### src/rtl/mac_et_pkg.sv
package mac_et_pkg;
   typedef enum logic [1:0] {
      ST_IDLE = 2'd0,
      ST_MUL  = 2'd1,
      ST_ADD  = 2'd2
   } mac_st_e;
endpackage

### src/rtl/mac_et_span.sv
// Finds the last slice index that must be processed: the smallest k whose
// upper bits [W-1 : k*S] are uniform, minus one. Also reports whether the
// skipped tail is all ones (needs a correction term).
module mac_et_span #(
   parameter int DATA_W  = 32,
   parameter int SLICE_W = 8,
   parameter int PASSES  = DATA_W / SLICE_W,
   parameter int CNT_W   = 2
) (
   input  logic [DATA_W-1:0] mplier,
   output logic [CNT_W-1:0]  last_idx,
   output logic              tail_neg
);
   logic [PASSES-1:1] uni;

   for (genvar k = 1; k < PASSES; k++) begin : g_uni
      assign uni[k] = (&mplier[DATA_W-1:k*SLICE_W]) | ~(|mplier[DATA_W-1:k*SLICE_W]);
   end

   always_comb begin
      last_idx = CNT_W'(PASSES - 1);
      for (int k = PASSES - 1; k >= 1; k--) begin
         if (uni[k]) last_idx = CNT_W'(k - 1);
      end
   end

   assign tail_neg = mplier[DATA_W-1] & (last_idx != CNT_W'(PASSES - 1));
endmodule

### src/rtl/mac_et_array.sv
// One pass of the array: multiplicand times the selected multiplier slice,
// placed at the slice weight, minus the sign-tail correction on the last pass.
module mac_et_array #(
   parameter int DATA_W  = 32,
   parameter int SLICE_W = 8,
   parameter int PASSES  = DATA_W / SLICE_W,
   parameter int CNT_W   = 2
) (
   input  logic [DATA_W-1:0] mcand,
   input  logic [DATA_W-1:0] mplier,
   input  logic [CNT_W-1:0]  idx,
   input  logic              last,
   input  logic              tail_neg,
   output logic [DATA_W-1:0] partial
);
   localparam int WIDE_W = DATA_W + SLICE_W;

   logic [SLICE_W-1:0] slc  [PASSES];
   logic [DATA_W-1:0]  plac [PASSES];
   logic [DATA_W-1:0]  corr [PASSES];
   logic [WIDE_W-1:0]  prod_w;
   logic [DATA_W-1:0]  prod_lo;

   for (genvar g = 0; g < PASSES; g++) begin : g_slice
      assign slc[g]  = mplier[g*SLICE_W +: SLICE_W];
      assign plac[g] = prod_lo << (g * SLICE_W);
      if (g + 1 < PASSES) begin : g_corr
         assign corr[g] = mcand << ((g + 1) * SLICE_W);
      end else begin : g_nocorr
         assign corr[g] = '0;
      end
   end

   assign prod_w  = {{SLICE_W{1'b0}}, mcand} * {{DATA_W{1'b0}}, slc[idx]};
   assign prod_lo = prod_w[DATA_W-1:0];
   assign partial = plac[idx] - ((last & tail_neg) ? corr[idx] : '0);
endmodule

### src/rtl/mac_et_flags.sv
module mac_et_flags #(
   parameter int DATA_W = 32
) (
   input  logic [DATA_W-1:0] value,
   output logic              neg,
   output logic              zero,
   output logic              carry
);
   assign neg   = value[DATA_W-1];
   assign zero  = ~(|value);
   assign carry = 1'b0;
endmodule

### src/rtl/mac_et_top.sv
module mac_et_top
   import mac_et_pkg::*;
#(
   parameter int DATA_W  = 32,
   parameter int SLICE_W = 8
) (
   input  logic              clk,
   input  logic              rst_n,
   input  logic              start,
   input  logic              acc_en,
   input  logic              set_flags,
   input  logic [DATA_W-1:0] op_mcand,
   input  logic [DATA_W-1:0] op_mplier,
   input  logic [DATA_W-1:0] op_addend,
   output logic              busy,
   output logic              done,
   output logic [DATA_W-1:0] result,
   output logic              flag_n,
   output logic              flag_z,
   output logic              flag_c,
   output logic              flag_v,
   output logic              we_nz,
   output logic              we_c,
   output logic              we_v
);
   localparam int PASSES = DATA_W / SLICE_W;
   localparam int CNT_W  = (PASSES > 2) ? $clog2(PASSES) : 1;

   if (DATA_W % SLICE_W != 0) begin : g_bad_ratio
      $error("DATA_W must be a multiple of SLICE_W");
   end
   if (PASSES < 2) begin : g_bad_passes
      $error("at least two slices are required");
   end

   mac_st_e           st;
   logic [CNT_W-1:0]  cnt, last_q, last_d;
   logic              tail_q, tail_d;
   logic [DATA_W-1:0] mcand_q, mplier_q, addend_q, acc_q;
   logic              doacc_q, sf_q, done_q, we_q, n_q, z_q;
   logic [DATA_W-1:0] partial, addin, sum_d;
   logic              n_d, z_d, c_d;

   mac_et_span #(.DATA_W(DATA_W), .SLICE_W(SLICE_W), .PASSES(PASSES), .CNT_W(CNT_W)) u_span (
      .mplier   (op_mplier),
      .last_idx (last_d),
      .tail_neg (tail_d)
   );

   mac_et_array #(.DATA_W(DATA_W), .SLICE_W(SLICE_W), .PASSES(PASSES), .CNT_W(CNT_W)) u_array (
      .mcand    (mcand_q),
      .mplier   (mplier_q),
      .idx      (cnt),
      .last     (cnt == last_q),
      .tail_neg (tail_q),
      .partial  (partial)
   );

   assign addin = (st == ST_ADD) ? addend_q : partial;
   assign sum_d = acc_q + addin;

   mac_et_flags #(.DATA_W(DATA_W)) u_flags (
      .value (sum_d),
      .neg   (n_d),
      .zero  (z_d),
      .carry (c_d)
   );

   always_ff @(posedge clk or negedge rst_n) begin
      if (!rst_n) begin
         st       <= ST_IDLE;
         cnt      <= '0;
         last_q   <= '0;
         tail_q   <= 1'b0;
         mcand_q  <= '0;
         mplier_q <= '0;
         addend_q <= '0;
         acc_q    <= '0;
         doacc_q  <= 1'b0;
         sf_q     <= 1'b0;
         done_q   <= 1'b0;
         we_q     <= 1'b0;
         n_q      <= 1'b0;
         z_q      <= 1'b0;
      end else begin
         done_q <= 1'b0;
         we_q   <= 1'b0;
         unique case (st)
            ST_IDLE: begin
               if (start) begin
                  mcand_q  <= op_mcand;
                  mplier_q <= op_mplier;
                  addend_q <= op_addend;
                  doacc_q  <= acc_en;
                  sf_q     <= set_flags;
                  last_q   <= last_d;
                  tail_q   <= tail_d;
                  acc_q    <= '0;
                  cnt      <= '0;
                  st       <= ST_MUL;
               end
            end
            ST_MUL: begin
               acc_q <= sum_d;
               if (cnt == last_q) begin
                  if (doacc_q) begin
                     st <= ST_ADD;
                  end else begin
                     st     <= ST_IDLE;
                     done_q <= 1'b1;
                     we_q   <= sf_q;
                     n_q    <= n_d;
                     z_q    <= z_d;
                  end
               end else begin
                  cnt <= cnt + 1'b1;
               end
            end
            ST_ADD: begin
               acc_q  <= sum_d;
               st     <= ST_IDLE;
               done_q <= 1'b1;
               we_q   <= sf_q;
               n_q    <= n_d;
               z_q    <= z_d;
            end
            default: st <= ST_IDLE;
         endcase
      end
   end

   assign busy   = (st != ST_IDLE);
   assign done   = done_q;
   assign result = acc_q;
   assign flag_n = n_q;
   assign flag_z = z_q;
   assign flag_c = c_d;
   assign flag_v = 1'b0;
   assign we_nz  = we_q;
   assign we_c   = we_q;
   assign we_v   = 1'b0;
endmodule

### config.mk
export PLATFORM = sky130hd
export DESIGN_NAME = mac_et_top
export DESIGN_NICKNAME = d
export VERILOG_FILES = /design/src/rtl/mac_et_pkg.sv /design/src/rtl/mac_et_span.sv /design/src/rtl/mac_et_array.sv /design/src/rtl/mac_et_flags.sv /design/src/rtl/mac_et_top.sv
export SDC_FILE = /design/constraint.sdc
export NUM_CORES = 1
export LEC_CHECK = 0
export BUFFER_PORTS_ARGS = -buffer_cell sky130_fd_sc_hd__buf_2
export CAP_MARGIN = 10
export CORE_MARGIN = 8
export CORE_UTILIZATION = 30
export CTS_CLUSTER_DIAMETER = 30
export CTS_CLUSTER_SIZE = 16
export DETAILED_ROUTE_END_ITERATION = 8
export GPL_TIMING_DRIVEN = 0
export MAX_ROUTING_LAYER = met4
export PLACE_DENSITY = 0.49
export SYNTH_ARGS = -nofsm -noshare
export SYNTH_HDL_FRONTEND = slang
export SYNTH_SLANG_ARGS = --single-unit
### constraint.sdc
create_clock -name clk -period 11.5 [get_ports clk]
set_input_delay 0.575 -clock clk [delete_from_list [all_inputs] [get_ports clk]]
set_output_delay 0.575 -clock clk [all_outputs]
set_load 0.05 [all_outputs]
# Word level (Yosys, flattened, before mapping)
# Cells that the tools add are included.
[op_classes]
n_reduce_logical = 18
magnitude_cmp = 1
multipliers = 1
bitwise = 10
add_sub_neg = 3
eq_ne = 8
n_mux = 35
[op_table]
columns = ["cell", "n"]
rows = [
  ["$mux W32", 7],
  ["$bmux W32 S2", 2],
  ["$pmux W32 S2", 1],
  ["$add A32 B32 Y32", 1],
  ["$mul A32 B8 Y32", 1],
  ["$reduce_or A32 Y1", 1],
  ["$sub A32 B32 Y32", 1],
  ["$reduce_and A24 Y1", 1],
  ["$reduce_or A24 Y1", 1],
  ["$bmux W8 S2", 1],
  ["$mux W8", 2],
  ["$reduce_and A16 Y1", 1],
  ["$reduce_or A16 Y1", 1],
  ["$mux W2", 7],
  ["$mux W1", 9],
  ["$ne A2 B2 Y1 const B", 4],
  ["$pmux W1 S2", 4],
  ["$pmux W2 S2", 2],
  ["$reduce_and A8 Y1", 1],
  ["$reduce_bool A2 Y1", 4],
  ["$reduce_or A8 Y1", 1],
  ["$reduce_and A2 Y1", 3],
  ["$reduce_and A3 Y1", 2],
  ["$not A1 Y1", 4],
  ["other kinds (11)", 14],
]
[totals]
reg_bits = 141
word_cells = 90
output_inout_bits = 41

# Longest topological paths before layout
[depth]
ltp_word = 16
depth_mapped = 49
mapped_depth_nobuf = 47

# By module
# From an unflattened synthesis, not the netlist that was laid out.
[unflattened]
cells_unflattened = 1790
area_unflattened_um2 = 16759.8
[modules_own_cells]
columns = ["module", "area_per_inst_um2", "cells_each", "n_inst"]
rows = [
  ["mac_et_array", 8922.3, 1111, 1],
  ["mac_et_top", 7604.8, 642, 1],
  ["mac_et_span", 141.4, 23, 1],
  ["mac_et_flags", 91.3, 14, 1],
]

# Worst setup path after synthesis
# Ideal clock, no wire load.
[synth_path]
path_kind = "flip-flop to flip-flop"
from = "register cnt[0]"
to = "register n_q (netlist: flag_n)"
arrival_time_ns = 9.594
path_buffers = 3
period_less_slack_ns = 9.722
required_ns = 11.372
path_stages_with_launch = 44
path_slack_ns = 1.778
setup_time_ns = 0.128
cell_sequence = "dfrtp_1 buf_6 mux2_1 a21oi_1 clkbuf_1 clkbuf_1 nor2b_1 fa_1 fa_1 inv_1 fa_1 fa_1 inv_1 ha_1 nor2b_1 o21a_1 o211a_1 or3_1 [8 not listed] a21o_1 o21ai_1 a21oi_1 o41a_1 a21oi_1 xor2_1 o21ai_0 ha_1 a211o_1 a2111oi_0 o21ai_1 a221oi_1 o21ai_1 a21o_1 a21oi_1 xor2_1 xnor2_1 mux2_1"
[synth_via]
elab_chain_len = 14
elab_cells_between_ends = 22
classes_between = "2 x add/sub; 1 x mul; 2 x eq/ne; 14 x mux; 2 x bitwise; 1 x reduce/logical"
[synth_lines]
columns = ["element", "line_no", "text"]
rows = [
  ["start: declaration", "mac_et_top.sv:37", "logic [CNT_W-1:0] cnt, last_q, last_d;"],
  ["start signal: assignment", "mac_et_top.sv:116", "cnt <= cnt + 1'b1;"],
  ["$not A2 Y3 (not written as such)", "mac_et_array.sv:34, mac_et_array.sv:36", ""],
  ["$bmux W8 S2", "mac_et_array.sv:34", "assign prod_w = {{SLICE_W{1'b0}}, mcand} * {{DATA_W{1'b0}}, slc[idx]};"],
  ["$mux W8 (not written as such) (2 in a row)", "mac_et_array.sv:34", ""],
  ["$mul A32 B8 Y32", "mac_et_array.sv:34", ""],
  ["$bmux W32 S2", "mac_et_array.sv:36", "assign partial = plac[idx] - ((last & tail_neg) ? corr[idx] : '0);"],
  ["$mux W32 (not written as such) (2 in a row)", "mac_et_array.sv:36", ""],
  ["$sub A32 B32 Y32", "mac_et_array.sv:36", ""],
  ["$mux W32", "mac_et_top.sv:59", "assign addin = (st == ST_ADD) ? addend_q : partial;"],
  ["$add A32 B32 Y32", "mac_et_top.sv:60", "assign sum_d = acc_q + addin;"],
  ["$mux W1", "mac_et_top.sv:106", "if (doacc_q) begin"],
  ["$mux W1", "mac_et_top.sv:105", "if (cnt == last_q) begin"],
  ["$pmux W1 S2", "mac_et_top.sv:88", "unique case (st)"],
  ["end signal: assignment", "mac_et_top.sv:112", "n_q <= n_d;"],
  ["end signal: assignment", "mac_et_top.sv:124", "n_q <= n_d;"],
  ["end: declaration", "mac_et_top.sv:40", "logic doacc_q, sf_q, done_q, we_q, n_q, z_q;"],
]
# Parallel ways exist; a longest one is shown, timed or not. The select of a mux whose other input is x is not followed.
# A chain may end at the register's enable or synchronous reset.

# Worst setup path after layout
# Ends and elaborated chain as after synthesis.

==> flow_summary.yaml <==
cells_and_area:
  area_growth_pct: 13.8
  nNetsFinal: 2220
  drive_gt1_share_pct: 16.6
floorplan:
  io_pins: 142
  die_area_um2: 60700
  dieHeight_um: 246
  rows: 84
  start_util_pct: 30.3
  fp.dieW_um: 246
  fp.coreArea_um2: 52600
clock_network:
  clk_latency_ns: 0.47
  clk_pin_slew_ns: 0.07
  ctsHtreeMaxLevel: 4
  cts_hold_buf: 0
  numCtsBuffers: 17
  clock-root-buffer: "clkbuf_16"
  tritoncts: "done"
  cts.sinks: 141
  cts_max_path_buffers: 2
yosys:
  syn_avg_cell_area_um2: 9.34
  post-synth-top-count-cell: "nand2_1"
  synth.area.top_cells: "dfrtp_1 22%, fa_1 20%, mux2_2 7.7%"
  synth-seq-cells: 141
  syn-instance-count: 1703
  yosysTopAreaCell: "dfrtp_1"
  ys.warnings.count: 0
  async_flop_share_pct: 100
  ys_seq_area_share_pct: 22.2
  synth_edf_count: 0
  synth_top_area_share_pct: 22.2
  synthFlopType: "dfrtp_1"
  synth_area_um2: 15900
  ys_top_cells_by_count: "194 x nand2_1, 158 x fa_1, 155 x inv_1, 141 x dfrtp_1, 128 x and2_1"
  yosysUniqueCellTypes: 68
setup_path:
  required_ns: 11.85
  worst_setup_path_start_kind: "flip-flop"
  endpoint: "flag_n$_DFFE_PN0P_"
  rr_endpoint: "flag_n$_DFFE_PN0P_"
  crit_arrival_ns: 11.28
  critical-path-top-delay-family: "compound AO/OA/AOI/OAI gates"
  end_kind: "flip-flop"
  reg2reg_from: "cnt[0]$_DFFE_PN0P_"
  crit_slowest_cell: "clkbuf_1"
  critical_path_buf_inv_count: 5
  critPathKind: "flip-flop to flip-flop"
  rr_worst_depth: 43
  r2r_setup_slack_ns: 0.57
  cp-startpoint: "cnt[0]$_DFFE_PN0P_"
  crit_cells: 43
  critPathMaxStageDelay_ns: 0.60
  crit_path_max_fanout: 10
grt:
  groute.usage.overall_pct: 17.8
  grt_max_degree: 83
  overflow: 0
  grt_pass1_vias: 13600
  antenna_found_initial: 10
  grt_pass1_wl_um: 80200
placement:
  gp_congestion: 0.912
  place_hpwl_um: 41800
  io_buffers: 138
outcome:
  status: "completed"
timing:
  skew_ns: 0.0145
  slew-limit-headroom_pct: 31.6
  setup_viol: 0
  hold-worst-slack_ns: 0.0960
  max_freq_mhz: 91.5
  timing.final.crit_share_pct: 95.1
  hold_viol: 0
  fin_crit_ns: 10.93
  worstMarginPinSlew_ns: 1.03
  slew_violations: 0
detailed_routing:
  first_iter_violations: 640
  drt-total-wl_um: 51600
  ant_nets: 0
  viasPerCell: 5.01
  wire_per_inst_um: 20.1
  via_count: 12900
  drtPass1Iterations: 5
  route.detailed.drc: 0
flow_run:
  maxCapViolCount: 0
hold_path:
  hold_path_class: "primary input to asynchronous set/reset pin"
## layer usage
metal  vias up  global-route usage [%]  wire, um
met4         0                    5.56      1290
met5         -                       -         0
met2       315                    29.2     25400
met1      6464                    22.2     22400
met3        65                    2.97      2560
li1       6037                       -         -
## kinds of logic after synthesis
kind of cell | synth area share [%]
DFF | 22.2
other | 0.0236
xor gates and xnor gates | 5.01
AOI/OAI and AO/OA | 12.7
buffers and inverters | 6.00
and+or+nand+nor | 16.3
muxes | 10.2
adders and majority gates | 27.6
## stage by stage
step | setup WS, ns | utilization (%) | cell area (um^2) | cells | setup TNS, ns
finish | 0.567 | 34.5 | 18100 | 2573 | 0
floorplan | 1.78 | - | 15900 | 1705 | 0
CTS | 0.0481 | 34.4 | 18100 | 2564 | 0
global placement | -0.192 | 33.2 | 17500 | 2531 | -0.458
detailed placement | -0.320 | 33.3 | 17500 | 2532 | -0.845
global route | -0.0172 | 34.4 | 18100 | 2571 | -0.0254
## placed cells by master (no fill, tap or decap), drive strengths merged, types with 10 or more instances in the layout
cell / instances
o21a: 14
nand2: 196
nand4: 10
and3: 11
buf: 159
nor2b: 35
xor2: 38
ha: 98
nor3: 15
mux2i: 20
a21oi: 60
nor2: 68
xnor2: 47
a22o: 27
a21o: 36
inv: 162
dfrtp: 141
a211oi: 10
nand2b: 17
and2: 129
a31oi: 12
mux2: 111
nand3: 14
fa: 158
clkbuf: 90
o21ai: 95
## cell type report
type	count	area [um^2]
Sequential cell	141	3530
Multi-Input combinational cell	1316	11500
Tap cell	688	861
Inverter	155	582
Clock buffer	17	425
Timing Repair Buffer	140	732
Clock inverter	15	128
Antenna cell	9	22.5
Fill cell	5485	34400
Buffer	92	378
## worst min path at each step
| stage | from | cells past startpoint | end | slack, ns |
|---|---|---|---|---|
| final | rst_n | 1 | flag_n$_DFFE_PN0P_ | 0.1 |
| after global routing | rst_n | 1 | flag_n$_DFFE_PN0P_ | 0.13 |
| after CTS | rst_n | 1 | flag_n$_DFFE_PN0P_ | 0.10 |
| after detailed placement | sf_q$_DFFE_PN0P_ | 1 | we_c$_DFF_PN0_ | 0.48 |
| after global placement | sf_q$_DFFE_PN0P_ | 1 | we_c$_DFF_PN0_ | 0.46 |
| after floorplan | rst_n | 0 | addend_q[0]$_DFFE_PN0P_ | 0.28 |
## state kept, by name, indices dropped and copies added, names as in the netlist
name and flops:
cnt 2, mcand_q 32, sf_q 1, tail_q 1, done 1, addend_q 32
last_q 2, flag_n 1, doacc_q 1, result 32, mplier_q 32, st 2
we_c 1, flag_z 1
## what timing repair did
item / in CTS / in global routing
gates resized for setup: 2 / 9
setup buffers: 0 / 1
pin swaps: 0 / 1
endpoints found under the setup margin: 3 / 4
Power is not shown: default switching activity piles up to over one toggle a cycle in this logic, so the estimate is an artifact.
